**src/rtl/gpio_setclr.sv**
```systemverilog
module gpio_setclr #(
  parameter int NPINS       = 4,
  parameter int SYNC_STAGES = 2
) (
  input  logic             clk,
  input  logic             rst_n,
  input  logic [4:0]       wr_strb,
  input  logic [NPINS-1:0] wr_data,
  input  logic [2:0]       rd_sel,
  output logic [NPINS-1:0] rd_data,
  input  logic [NPINS-1:0] pin_in,
  output logic [NPINS-1:0] pin_out,
  output logic [NPINS-1:0] pin_oe
);

  localparam int LAST = SYNC_STAGES - 1;

  logic [NPINS-1:0] oe_q;
  logic [NPINS-1:0] lvl_q;
  logic [NPINS-1:0] sync_q [SYNC_STAGES];

  for (genvar i = 0; i < NPINS; i++) begin : g_pin
    always_ff @(posedge clk or negedge rst_n) begin
      if (!rst_n) begin
        oe_q[i]  <= 1'b0;
        lvl_q[i] <= 1'b0;
      end else begin
        if (wr_strb[1] && wr_data[i])      oe_q[i] <= 1'b0;
        else if (wr_strb[0] && wr_data[i]) oe_q[i] <= 1'b1;
        if (wr_strb[3] && wr_data[i])      lvl_q[i] <= 1'b0;
        else if (wr_strb[2] && wr_data[i]) lvl_q[i] <= 1'b1;
      end
    end
  end

  for (genvar s = 0; s < SYNC_STAGES; s++) begin : g_sync
    always_ff @(posedge clk or negedge rst_n) begin
      if (!rst_n)      sync_q[s] <= '0;
      else if (s == 0) sync_q[s] <= pin_in;
      else             sync_q[s] <= sync_q[(s == 0) ? 0 : s-1];
    end
  end

  assign pin_oe  = oe_q;
  assign pin_out = oe_q & lvl_q;

  always_comb begin
    case (rd_sel)
      3'd0, 3'd1: rd_data = oe_q;
      3'd2, 3'd3: rd_data = lvl_q;
      3'd4:       rd_data = sync_q[LAST];
      default:    rd_data = '0;
    endcase
  end

endmodule


```
**config.mk**
```make
export PLATFORM = sky130hd
export DESIGN_NAME = gpio_setclr
export DESIGN_NICKNAME = d
export VERILOG_FILES = /design/src/rtl/gpio_setclr.sv
export SDC_FILE = /design/constraint.sdc
export NUM_CORES = 1
export LEC_CHECK = 0
export BUFFER_PORTS_ARGS = -buffer_cell sky130_fd_sc_hd__buf_2
export CAP_MARGIN = 20
export CORE_UTILIZATION = 35
export DETAILED_ROUTE_END_ITERATION = 8
export SYNTH_ARGS = -nofsm -noshare
export SYNTH_HDL_FRONTEND = slang
export SYNTH_SLANG_ARGS = --single-unit
```
**constraint.sdc**
```tcl
create_clock -name clk -period 2.7 [get_ports clk]
set_clock_uncertainty 0.15 [all_clocks]
set_input_delay 0.54 -clock clk [delete_from_list [all_inputs] [get_ports clk]]
set_output_delay 0.54 -clock clk [all_outputs]
set_load 0.01 [all_outputs]
```
Word level (Yosys, flattened, before mapping)
Cells that the tools add are included.
W data, S select, Z words.
Storage, ports and cells
  flip-flop bits (word level): 16
  logic and storage cells: 59
  output and inout bits: 12
  input bits: 18
Cells by class
  reductions and logical operators: 27
  bitwise operators: 1
  equality and inequality tests: 4
  multiplexer cells: 17
Operator list (count)
  $logic_and A1 B1 Y1: 16
  $mux W1: 16
  $reduce_bool A2 Y1: 8
  $pmux W4 S3: 1
  $eq A3 B2 Y1 const B: 2
  $and A4 B4 Y4: 1
  $reduce_or A2 Y1: 2
  $eq A3 B1 Y1 const B: 1
  $eq A3 B3 Y1 const B: 1
  $logic_not A3 Y1: 1

Longest topological paths before layout
Gate-level depths: netlist (run 1).
  depth in word-level cells: 3
  mapped depth: 3
  mapped depth without buffers: 2

Worst setup path before layout (run 1)
OpenSTA, ideal clock, no wires.
  path kind: input -> output
  start point: in rd_sel[1]
  end point: out rd_data[0]
  path slack: 856 ps
  data required time: 2010 ps
  cell stages on the path: 3
  arrival time: 1154 ps
  buffers on the path: 1
  cell sequence: buf_6 -> or2_4 -> o22ai_1
Between the ends
  longest elaborated chain between the ends: 3
  elaborated cells between the ends (all ways): 8
  those cells by class: eq/ne: 4; mux: 1; reduce/logical: 3
Ends and longest elaborated chain
  start: declaration: RTL line 9  | input logic [2:0] rd_sel,
  $eq A3 B2 Y1, or another cell as far along: RTL line 48  | case (rd_sel)
  $reduce_or A2 Y1: RTL line 48
  $pmux W4 S3 *: RTL line 48
  end: declaration: RTL line 10  | output logic [NPINS-1:0] rd_data,
Mark *: on every way between the ends. The rest lies on a longest branch, timed or not.

Final worst setup path (run 1)
  start point: in rd_sel[1]
  end point: out rd_data[1]
The elaborated chain is that of the path after synthesis.

==> metrics.md, run 1 <==
| Metric | Value |
|---|---|
| Terminus of the critical flop-to-flop path | lvl_q[1]$_DFFE_PN0P_ |
| Max Fclk | 508 MHz |
| Clock Sinks | 16 |
| Compound-cell area share of the yosys netlist | 17.2% |
| Post-layout min period | 1.97 ns |
| Crit Path Class | primary input to output port |
| Final Max Slew Viols | 0 |
| Peak supply drop | 0.408 mV |
| Routed WL | 1230 um |
| Clock buffer depth | 2 |
| Core area | approximately 1600 um2 |
| Final worst path period share | 72.9% |
| Worst-skew pair later-pin latency | 0.28 ns |
| First-pass GRT wire length | 2070 um |
| Hold Crit Start | sync_q[4]$_DFF_PN0_ |
| Pleak | 0.410 nW |
| Worst-path fanout max | 5 |
| DRC errors left | 1 |
| DR WL/cell | between 10 and 15 um |
| Hold Path End | sync_q[0]$_DFF_PN0_ |
| Setup Buffers After CTS | 0 |
| Remaining antenna violation count | 0 |
| Hold Crit Class | flip-flop to flip-flop |
| Dpl ws | 0.724 ns |
| Syn nets | 69 |
| Critical path data arrival time | 1.28 ns |
| Synth Warn # | 0 |
| Initial antenna violation count | 0 |
| Largest net degree at the start of global routing | 17 |
| Root buffer cell | clkbuf_4 |
| Setup violators final | 0 |
| Port Buffers | 28 |
| Commonest non-fill, non-tap cell in the layout | buf_2 |
| DR pass1 iterations | 6 |
| # resized after CTS | 0 |
| Reg2Reg Depth | 2 |
| CTS buffer count | 3 |
| Fin nets | between 100 and 150 |
| Slew headroom | ~77% |
| Power density over the cells | 640 nW/um2 |
| Total grt overflow | 0 |
| Critical Path Start | rd_sel[1] |
| Die ar. | between 1500 and 2000 um2 |
| Drt initial violations | 4 |
| Sequential fraction of the synthesis area | 65.7% |
| Row count | 14 |
| CTS Hold Buffers Added | 1 |
| Slowest CP cell | or2_4 |
| CP required | 2.01 ns |
| XOR/XNOR Fraction of Synth Area | 0% |
| Internal Power | between 300 and 400 uW |
| Distinct cells, synth | 9 |
| Fraction of synthesized area in multiplexers | under 10% |
| Cells after Synth | approximately 50 |
| Layout cells sized above 1 | between 40% and 50% |
| I/O pin cnt | 30 |
| Setup TNS | 0 ns |
| Reg clk slew, reported paths | 0.08 ns |
| Critical Path Most Common Cell | buf_2 |
| Status | finished, violations left |
| Vias | between 400 and 500 |
| Startpoint Class | primary input |
| WHS Path Cells | 0 |
| DP Wirelength | about 900 um |
| RSZ-0062 raised after global routing | no |
| Gr usage total | 15.7% |
| Initial core utilization | about two fifths |
| Post-Synth Simple-Gate Area | under 10% |
| Sequential fraction of design power | 53.2% |
| Worst setup EP type | output port |
| CP max stage delay | 0.27 ns |
| Combinational share of power | 16.5% |
| Die width | 43.7 um |
| GP Congestion | 0.744 |
| RR Startpoint | lvl_q[1]$_DFFE_PN0P_ |
| PnR worst setup slack | 0.731 ns |
| Tightest Pin Transition | 0.343 ns |
| Commonest non-fill, non-tap cells in the layout | buf_2, a21oi_1, dfrtp_1 |
| Area Overhead vs Synth | 31.4% |
| Hold_ws | 0.204 ns |
| CP cell instances | buf_2, or2_4, o22ai_1, buf_2 |
| Failing checks | design-rule violations |
| Max-cap violations | 0 |
| Post-synthesis adder-cell area fraction | 0% |
| Switching share of total power | 25.5% |
| Reg2reg setup slack | 1.85 ns |
| Number of global-route vias before repair | around 470 |
| Share of power burned in the clock network | 30.3% |
| Sw Pwr | 131 uW |
| Number of H-tree levels | 1 |
| Syn Area/Cell | 11.9 um2 |
| N_diodes | 0 |
| Mapped cell area | 609 um2 |
| CTS tree | built |
| Main combinational cell family by area after synthesis | compound AO/OA/AOI/OAI gates |
| Die H | 43.7 um |
| Hold Vio Cnt, Final | 0 |
| Via density per instance | between 5 and 6 |
| Number of fill cells | 160 |
| Synth Register Bits | 16 |
## critical path: cells and delay by family
family / cells / cell delay (ns)
AND/OR/NAND/NOR: 1 / 0.27
AO/OA/AOI/OAI: 1 / 0.17
buffers and inverters: 2 / 0.30
## per-stage QoR
step	instances	power, mW	utilization, %	instance area, um2
finish	98	0.512	51.4	801
CTS	98	0.519	51.4	801
floorplan	51	0.318	-	609
global placement	93	0.360	48.4	754
global route	98	0.543	51.4	801
detailed placement	93	0.362	48.4	754
## power groups by stage
stage / combinational [mW] / sequential (mW) / clock (mW)
3_5_place_dp: 0.0851 / 0.277 / 0
4_1_cts: 0.0865 / 0.272 / 0.160
5_1_grt: 0.0958 / 0.276 / 0.171
2_1_floorplan: 0.0403 / 0.277 / 0
6_report: 0.0847 / 0.272 / 0.155
3_3_place_gp: 0.0835 / 0.276 / 0
## metal layers
metal / wire [um] / vias to the layer above / global-route usage, %
met5: 0 / - / 0
met4: 36 / 0 / 11.3
met3: 54 / 4 / 2.50
met2: 598 / 16 / 24.2
met1: 536 / 237 / 20.1
li1: - / 242 / -
## cells in the mapped netlist
| cell type | instances | area share, % |
|---|---|---|
| buf_1 | 1 | 0.62 |
| nand2_1 | 4 | 2.5 |
| or2_4 | 1 | 1.4 |
| buf_6 | 1 | 1.8 |
| dfrtp_1 | 16 | 66 |
| o22ai_1 | 4 | 4.1 |
| and2_1 | 4 | 4.1 |
| mux2i_1 | 4 | 6.6 |
| a21oi_1 | 16 | 13 |
## cells by family (layout without fill, tap and decap cells)
kind of cell    after synthesis  in the layout
compound gates               20             20
buf+inv                       2             33
flops                        16             16
mux                           4              4
simple gates                  9              9
## registers in the layout (all words and copies together) (netlist names)
name    cells
pin_oe      4
lvl_q       4
sync_q      8
## worst max-delay path by stage
| stage | to | slack, ns | cells after the start |
|---|---|---|---|
| after CTS | rd_data[1] | 0.72 | 4 |
| final | rd_data[1] | 0.73 | 4 |
| after global placement | rd_data[0] | 0.72 | 4 |
| after detailed placement | rd_data[1] | 0.72 | 4 |
| after global routing | rd_data[2] | 0.68 | 4 |
| after floorplan | rd_data[0] | 0.86 | 3 |
## cell type report
class                           count  area (um2)  share of cell area (%)
Multi-Input combinational cell     33         194                    24.2
Timing Repair Buffer               29         150                    18.8
Sequential cell                    16         400                    50.0
Clock buffer                        4        36.3                    4.53
Tap cell                           16        20.0                    2.50
(Power assumes the default switching activity.)
==> inputs of run 2 (changes only) <==
Clock period 2.7 ns to 1.95 ns, I/O delays scaled along.
==> run 2 against run 1 <==
Compared with the run above: the run still ends with design-rule violations left; first-iteration DRC count grew 100%; core utilization is the same; die area unchanged; critical path depth unchanged; final cell count did not move; register-to-register slack got worse by 0.77 ns; non-clock buffer count is the same; combinational power rose by 38%; hold slack worse by 0.15 ns; flip-flop and latch count unchanged; via count is 1.6% higher; critical path type unchanged.
==> metrics.md, run 2 (synthesized netlist as in run 1, its figures left out) <==
| Metric | Value |
|---|---|
| Root buffer cell | clkbuf_4 |
| Via density per instance | between 5 and 6 |
| Initial core utilization | between 30% and 40% |
| Critical Path Most Common Cell | buf_2 |
| Layout cells sized above 1 | 40.2% |
| DRC errors left | 1 |
| Final Max Slew Viols | 0 |
| GP Congestion | around 0.74 |
| Post-layout min period | 1.67 ns |
| Commonest non-fill, non-tap cell in the layout | buf_2 |
| Reg clk slew, reported paths | 0.09 ns |
| Worst-path fanout max | 5 |
| Placed cell areas | approximately 750 um2 |
| I/O pin cnt | 30 |
| Max-cap violations | 0 |
| Clock Sinks | 16 |
| CP cell instances | buf_2, or2_4, o22ai_1, buf_2 |
| Port Buffers | 28 |
| Clock buffer depth | 2 |
| Final Cell Area | 801 um2 |
| N_diodes | 0 |
| Setup Buffers After CTS | 0 |
| Number of H-tree levels | 1 |
| DP Wirelength | approximately 900 um |
| Gr usage total | 14.9% |
| Remaining antenna violation count | 0 |
| Number of fill cells | 150 |
| Routed WL | 1180 um |
| Post-placement cell count | 93 |
| Worst setup EP type | output port |
| Area Overhead vs Synth | 31.4% |
| First-pass GRT wire length | around 2000 um |
| Final worst path period share | 85.8% |
| DR WL/cell | 12.0 um |
| Number of global-route vias before repair | 424 |
| Largest register FFs | 8 |
| Power density over the cells | 888 nW/um2 |
| Setup violators final | 0 |
| RSZ-0062 raised after global routing | no |
| Setup TNS | 0 ns |
| Row count | 14 |
| Dpl ws | around 0.27 ns |
| Failing checks | design-rule violations |
| Slowest CP cell | or2_4 |
| Hold Crit Class | primary input to flip-flop |
| CTS buffer count | 3 |
| Tightest Pin Transition | 0.340 ns |
| CP required | 1.41 ns |
| Commonest non-fill, non-tap cells in the layout | buf_2, a21oi_1, dfrtp_1 |
| Total grt overflow | 0 |
| Slew headroom | 77.3% |
| Hold Vio Cnt, Final | 0 |
| Fin nets | 101 |
| Max Fclk | around 600 MHz |
| CP top delay family | buffers and inverters |
| Die H | 43.7 um |
| CP bufs+invs | 2 |
| PnR worst setup slack | 0.277 ns |
| Core area | 1560 um2 |
| Critical path data arrival time | 1.13 ns |
| Peak supply drop | 0.474 mV |
| Crit Path Class | primary input to output port |
| Reg with most FFs | sync_q |
| Pleak | 0.410 nW |
| Tot Pwr | 711 uW |
| Drt initial violations | 8 |
| Die width | approximately 44 um |
| CTS tree | built |
| Worst-skew pair later-pin latency | 0.28 ns |
| Largest net degree at the start of global routing | 17 |
| Vias | 507 |
| Layout Cells excl Fill | 98 |
| DR pass1 iterations | 7 |
| Status | finished, violations left |
| Startpoint Class | primary input |
| CP max stage delay | 0.28 ns |
| Die ar. | 1910 um2 |
| Initial antenna violation count | 0 |
-- run 2: power breakdown --
part           total, mW  switching, mW  internal [mW]
clock network      0.217          0.104          0.114
logic              0.117         0.0609         0.0557
registers          0.377         0.0182          0.359
-- run 2: worst reg2reg max path, stage by stage, from the launching register on --
cell     delay (ns)
dfrtp_1        0.41
a21oi_1        0.14
a21oi_1        0.06
-- run 2: cell type report --
class / count / area (um2) / area share, %
multi-input cells: 33 / 194 / 24.2
well taps: 16 / 20.0 / 2.50
clock buffers: 4 / 36.3 / 4.53
repair buffers: 29 / 150 / 18.8
flip-flops and latches: 16 / 400 / 50.0
-- run 2: timing repair --
item / 4_1_cts / 5_1_grt
gates resized for setup: 0 / 0
hold endpoints to repair: 16 / 0
hold buffers: 1 / 0
setup endpoints to repair: 0 / 0
-- run 2: layer usage --
metal | wire [um] | up-vias | GRT usage, % | share of wire, %
met2 | 544 | 24 | 21.2 | 46
met4 | 25 | 0 | 9.38 | 2.1
met5 | 0 | - | 0 | 0
li1 | - | 244 | - | -
met1 | 510 | 236 | 20.5 | 43
met3 | 95 | 3 | 3.75 | 8.1
-- run 2: final timing paths --
path / start / to / slack [ns] / cells past startpoint
min reg2reg: sync_q[6]$_DFF_PN0_ / sync_q[2]$_DFF_PN0_ / 0.20 / 0
min: pin_in[0] / sync_q[4]$_DFF_PN0_ / 0.06 / 1
max in group asynchronous: rst_n / sync_q[4]$_DFF_PN0_ / 1.02 / 2
max: rd_sel[1] / rd_data[1] / 0.28 / 4
min in group asynchronous: rst_n / pin_oe[2]$_DFFE_PN0P_ / 0.37 / 2
max reg2reg: lvl_q[2]$_DFFE_PN0P_ / lvl_q[2]$_DFFE_PN0P_ / 1.08 / 2
-- run 2: stage by stage --
stage          hold slack (ns)  util [%]
4_1_cts                 0.0485      51.4
2_1_floorplan          -0.0556         -
3_3_place_gp             0.166      48.4
3_5_place_dp             0.165      48.4
6_report                0.0563      51.4
5_1_grt                 0.0272      51.4
==> inputs of run 3 (changes only) <==
Settings changed: ABC_AREA from default to 1, CORE_ASPECT_RATIO from default to 1.5.
==> run 3 against run 2 <==
Compared with the run above: the flow now finishes without violations; power about the same; die area up 12%; clock-buffer cell count unchanged; non-clock buffer count unchanged; cell area up 12%; critical path type is now flip-flop to output port; highest routed layer unchanged; sequential share of layout area down 5.2 points; clock power down 2%.
==> metrics.md, run 3 <==
| Metric | Value |
|---|---|
| Status | finished, final reports clean |
| Max Fclk | 642 MHz |
| Reg with most FFs | sync_q |
| Startpoint Class | flip-flop |
| CTS buffer count | 3 |
| Routed WL | 1390 um |
| Main synth FF type | dfrtp_1 |
| Worst-skew pair later-pin latency | 0.28 ns |
| Tightest Pin Transition | 0.354 ns |
| Crit Path Class | flip-flop to output port |
| First-pass GRT wire length | between 2000 and 2500 um |
| Syn Area/Cell | approximately 8.2 um2 |
| Post-layout min period | 1.56 ns |
| DRC errors left | 0 |
| Worst setup EP type | output port |
| Yosys top cell area share | 58.7% |
| GP Congestion | 0.768 |
| Max-cap violations | 0 |
| I/O pin cnt | 30 |
| Main combinational cell family by area after synthesis | simple AND/OR/NAND/NOR gates |
| Setup Buffers After CTS | 0 |
| Commonest non-fill, non-tap cell in the layout | buf_2 |
| Initial core utilization | 37.3% |
| Slew headroom | between 70% and 80% |
| Hold Crit Class | primary input to flip-flop |
| Syn nets | 101 |
| Commonest cells post-synth | nand2_1, inv_1, dfrtp_1 |
| Leading area contributor after synthesis | dfrtp_1 |
| Post-synth EDFFs | 0 |
| Reg2Reg Depth | 2 |
| Layout cells sized above 1 | 29.3% |
| Drt initial violations | 8 |
| Reg clk slew, reported paths | 0.09 ns |
| Die ar. | 2130 um2 |
| Synth Register Bits | 16 |
| DR WL/cell | 10.1 um |
| Number of H-tree levels | 1 |
| CTS tree | built |
| Final worst path period share | 79.9% |
| Total grt overflow | 0 |
| Clock buffer depth | 2 |
| Cells after Synth | 83 |
| Power density over the cells | about 790 nW/um2 |
| Mapped cell area | 682 um2 |
| Root buffer cell | clkbuf_4 |
| Via density per instance | between 4 and 5 |
| Area Overhead vs Synth | 31.2% |
| Pleak | 0.571 nW |
| Setup violators final | 0 |
| XOR/XNOR Fraction of Synth Area | 0% |
| Number of global-route vias before repair | approximately 550 |
| Sequential fraction of the synthesis area | 58.7% |
| Compound-cell area share of the yosys netlist | about 5.9% |
| Final Cell Area | 895 um2 |
| Remaining antenna violation count | 0 |
| Largest register FFs | 8 |
| Peak supply drop | 0.432 mV |
| Post-synthesis adder-cell area fraction | 0% |
| Die H | 56.1 um |
| RSZ-0062 raised after global routing | no |
| Clock Sinks | 16 |
| Post-Synth Simple-Gate Area | between 20% and 30% |
| Fin nets | around 140 |
| DP Wirelength | around 1100 um |
| Vias | 615 |
| Row count | 19 |
| Synth top area cells | dfrtp_1, nand2_1, inv_1, nand3_1, o21ai_0 |
| Fraction of synthesized area in multiplexers | 0% |
| Hold_ws | 0.0593 ns |
| Placed cell areas | 848 um2 |
| Distinct cells, synth | 6 |
| CP required | 1.41 ns |
| Hold Vio Cnt, Final | 0 |
| # resized after CTS | 0 |
| N_diodes | 0 |
| Largest net degree at the start of global routing | 17 |
| Initial antenna violation count | 0 |
| Setup TNS | 0 ns |
| DR pass1 iterations | 4 |
| Worst-path fanout max | 4 |
| Most frequent cell after synthesis | nand2_1 |
| Commonest non-fill, non-tap cells in the layout | buf_2, nand2_1, inv_1 |
| WHS Path Cells | 1 |
| Final Max Slew Viols | 0 |
| Critical path data arrival time | 1.02 ns |
| Synth Warn # | 0 |
| Port Buffers | 28 |
| Core area | around 1800 um2 |
| Die width | 38.0 um |
| Gr usage total | 14.9% |
| Async SR Flop Fraction | between 90% and 100% |
| Tot Pwr | 711 uW |
-- run 3: worst paths after layout --
check	startpoint	end	slack [ns]
worst min register to register	sync_q[5]$_DFF_PN0_	sync_q[1]$_DFF_PN0_	0.20
worst min-delay path	pin_in[2]	sync_q[6]$_DFF_PN0_	0.06
max in group asynchronous	rst_n	sync_q[0]$_DFF_PN0_	1.00
worst max-delay path	pin_oe[3]$_DFFE_PN0P_	rd_data[3]	0.39
min in group asynchronous	rst_n	lvl_q[1]$_DFFE_PN0P_	0.39
worst max register to register	pin_oe[1]$_DFFE_PN0P_	pin_oe[1]$_DFFE_PN0P_	1.02
-- run 3: routing by layer --
layer,vias to the layer above,wire length (um),global-route usage (%)
met1,280,584,16.0
met2,19,725,25.4
met5,-,0,0
li1,314,-,-
met4,0,16,7.65
met3,2,59,3.60
-- run 3: worst max-delay path, stage by stage, from the launching register on --
cell	delay, ns
dfrtp_1	0.43
nand2_1	0.08
nand3_1	0.08
buf_2	0.14
-- run 3: report_power, final --
part / total (mW) / switching, mW / internal (mW) / leakage (nW)
clock: 0.213 / 0.0994 / 0.114 / 0.0210
sequential: 0.380 / 0.0213 / 0.359 / 0.190
combinational: 0.118 / 0.0672 / 0.0504 / 0.361
total: 0.711 / 0.188 / 0.523 / 0.571
-- run 3: repair_timing --
item	4_1_cts	5_1_grt
hold endpoints to repair	16	0
setup endpoints to repair	0	0
hold buffers	1	0
-- run 3: through the flow --
step,util [%],instances,worst slack [ns]
6_report,48.9,137,0.392
4_1_cts,48.9,137,0.376
2_1_floorplan,-,83,0.701
3_3_place_gp,46.3,132,0.408
5_1_grt,48.9,137,0.318
3_5_place_dp,46.3,132,0.389
-- run 3: cells by family after synthesis --
family / after synthesis
buf+inv: 21
compound gates: 8
simple gates: 38
flops: 16
-- run 3: area by class of cell --
| type | instances | area (um2) |
|---|---|---|
| fillers | 179 | 936 |
| flip-flops and latches | 16 | 400 |
| clock buffers | 4 | 36.3 |
| inverters | 21 | 78.8 |
| multi-input cells | 46 | 203 |
| well taps | 21 | 26.3 |
| repair buffers | 29 | 150 |
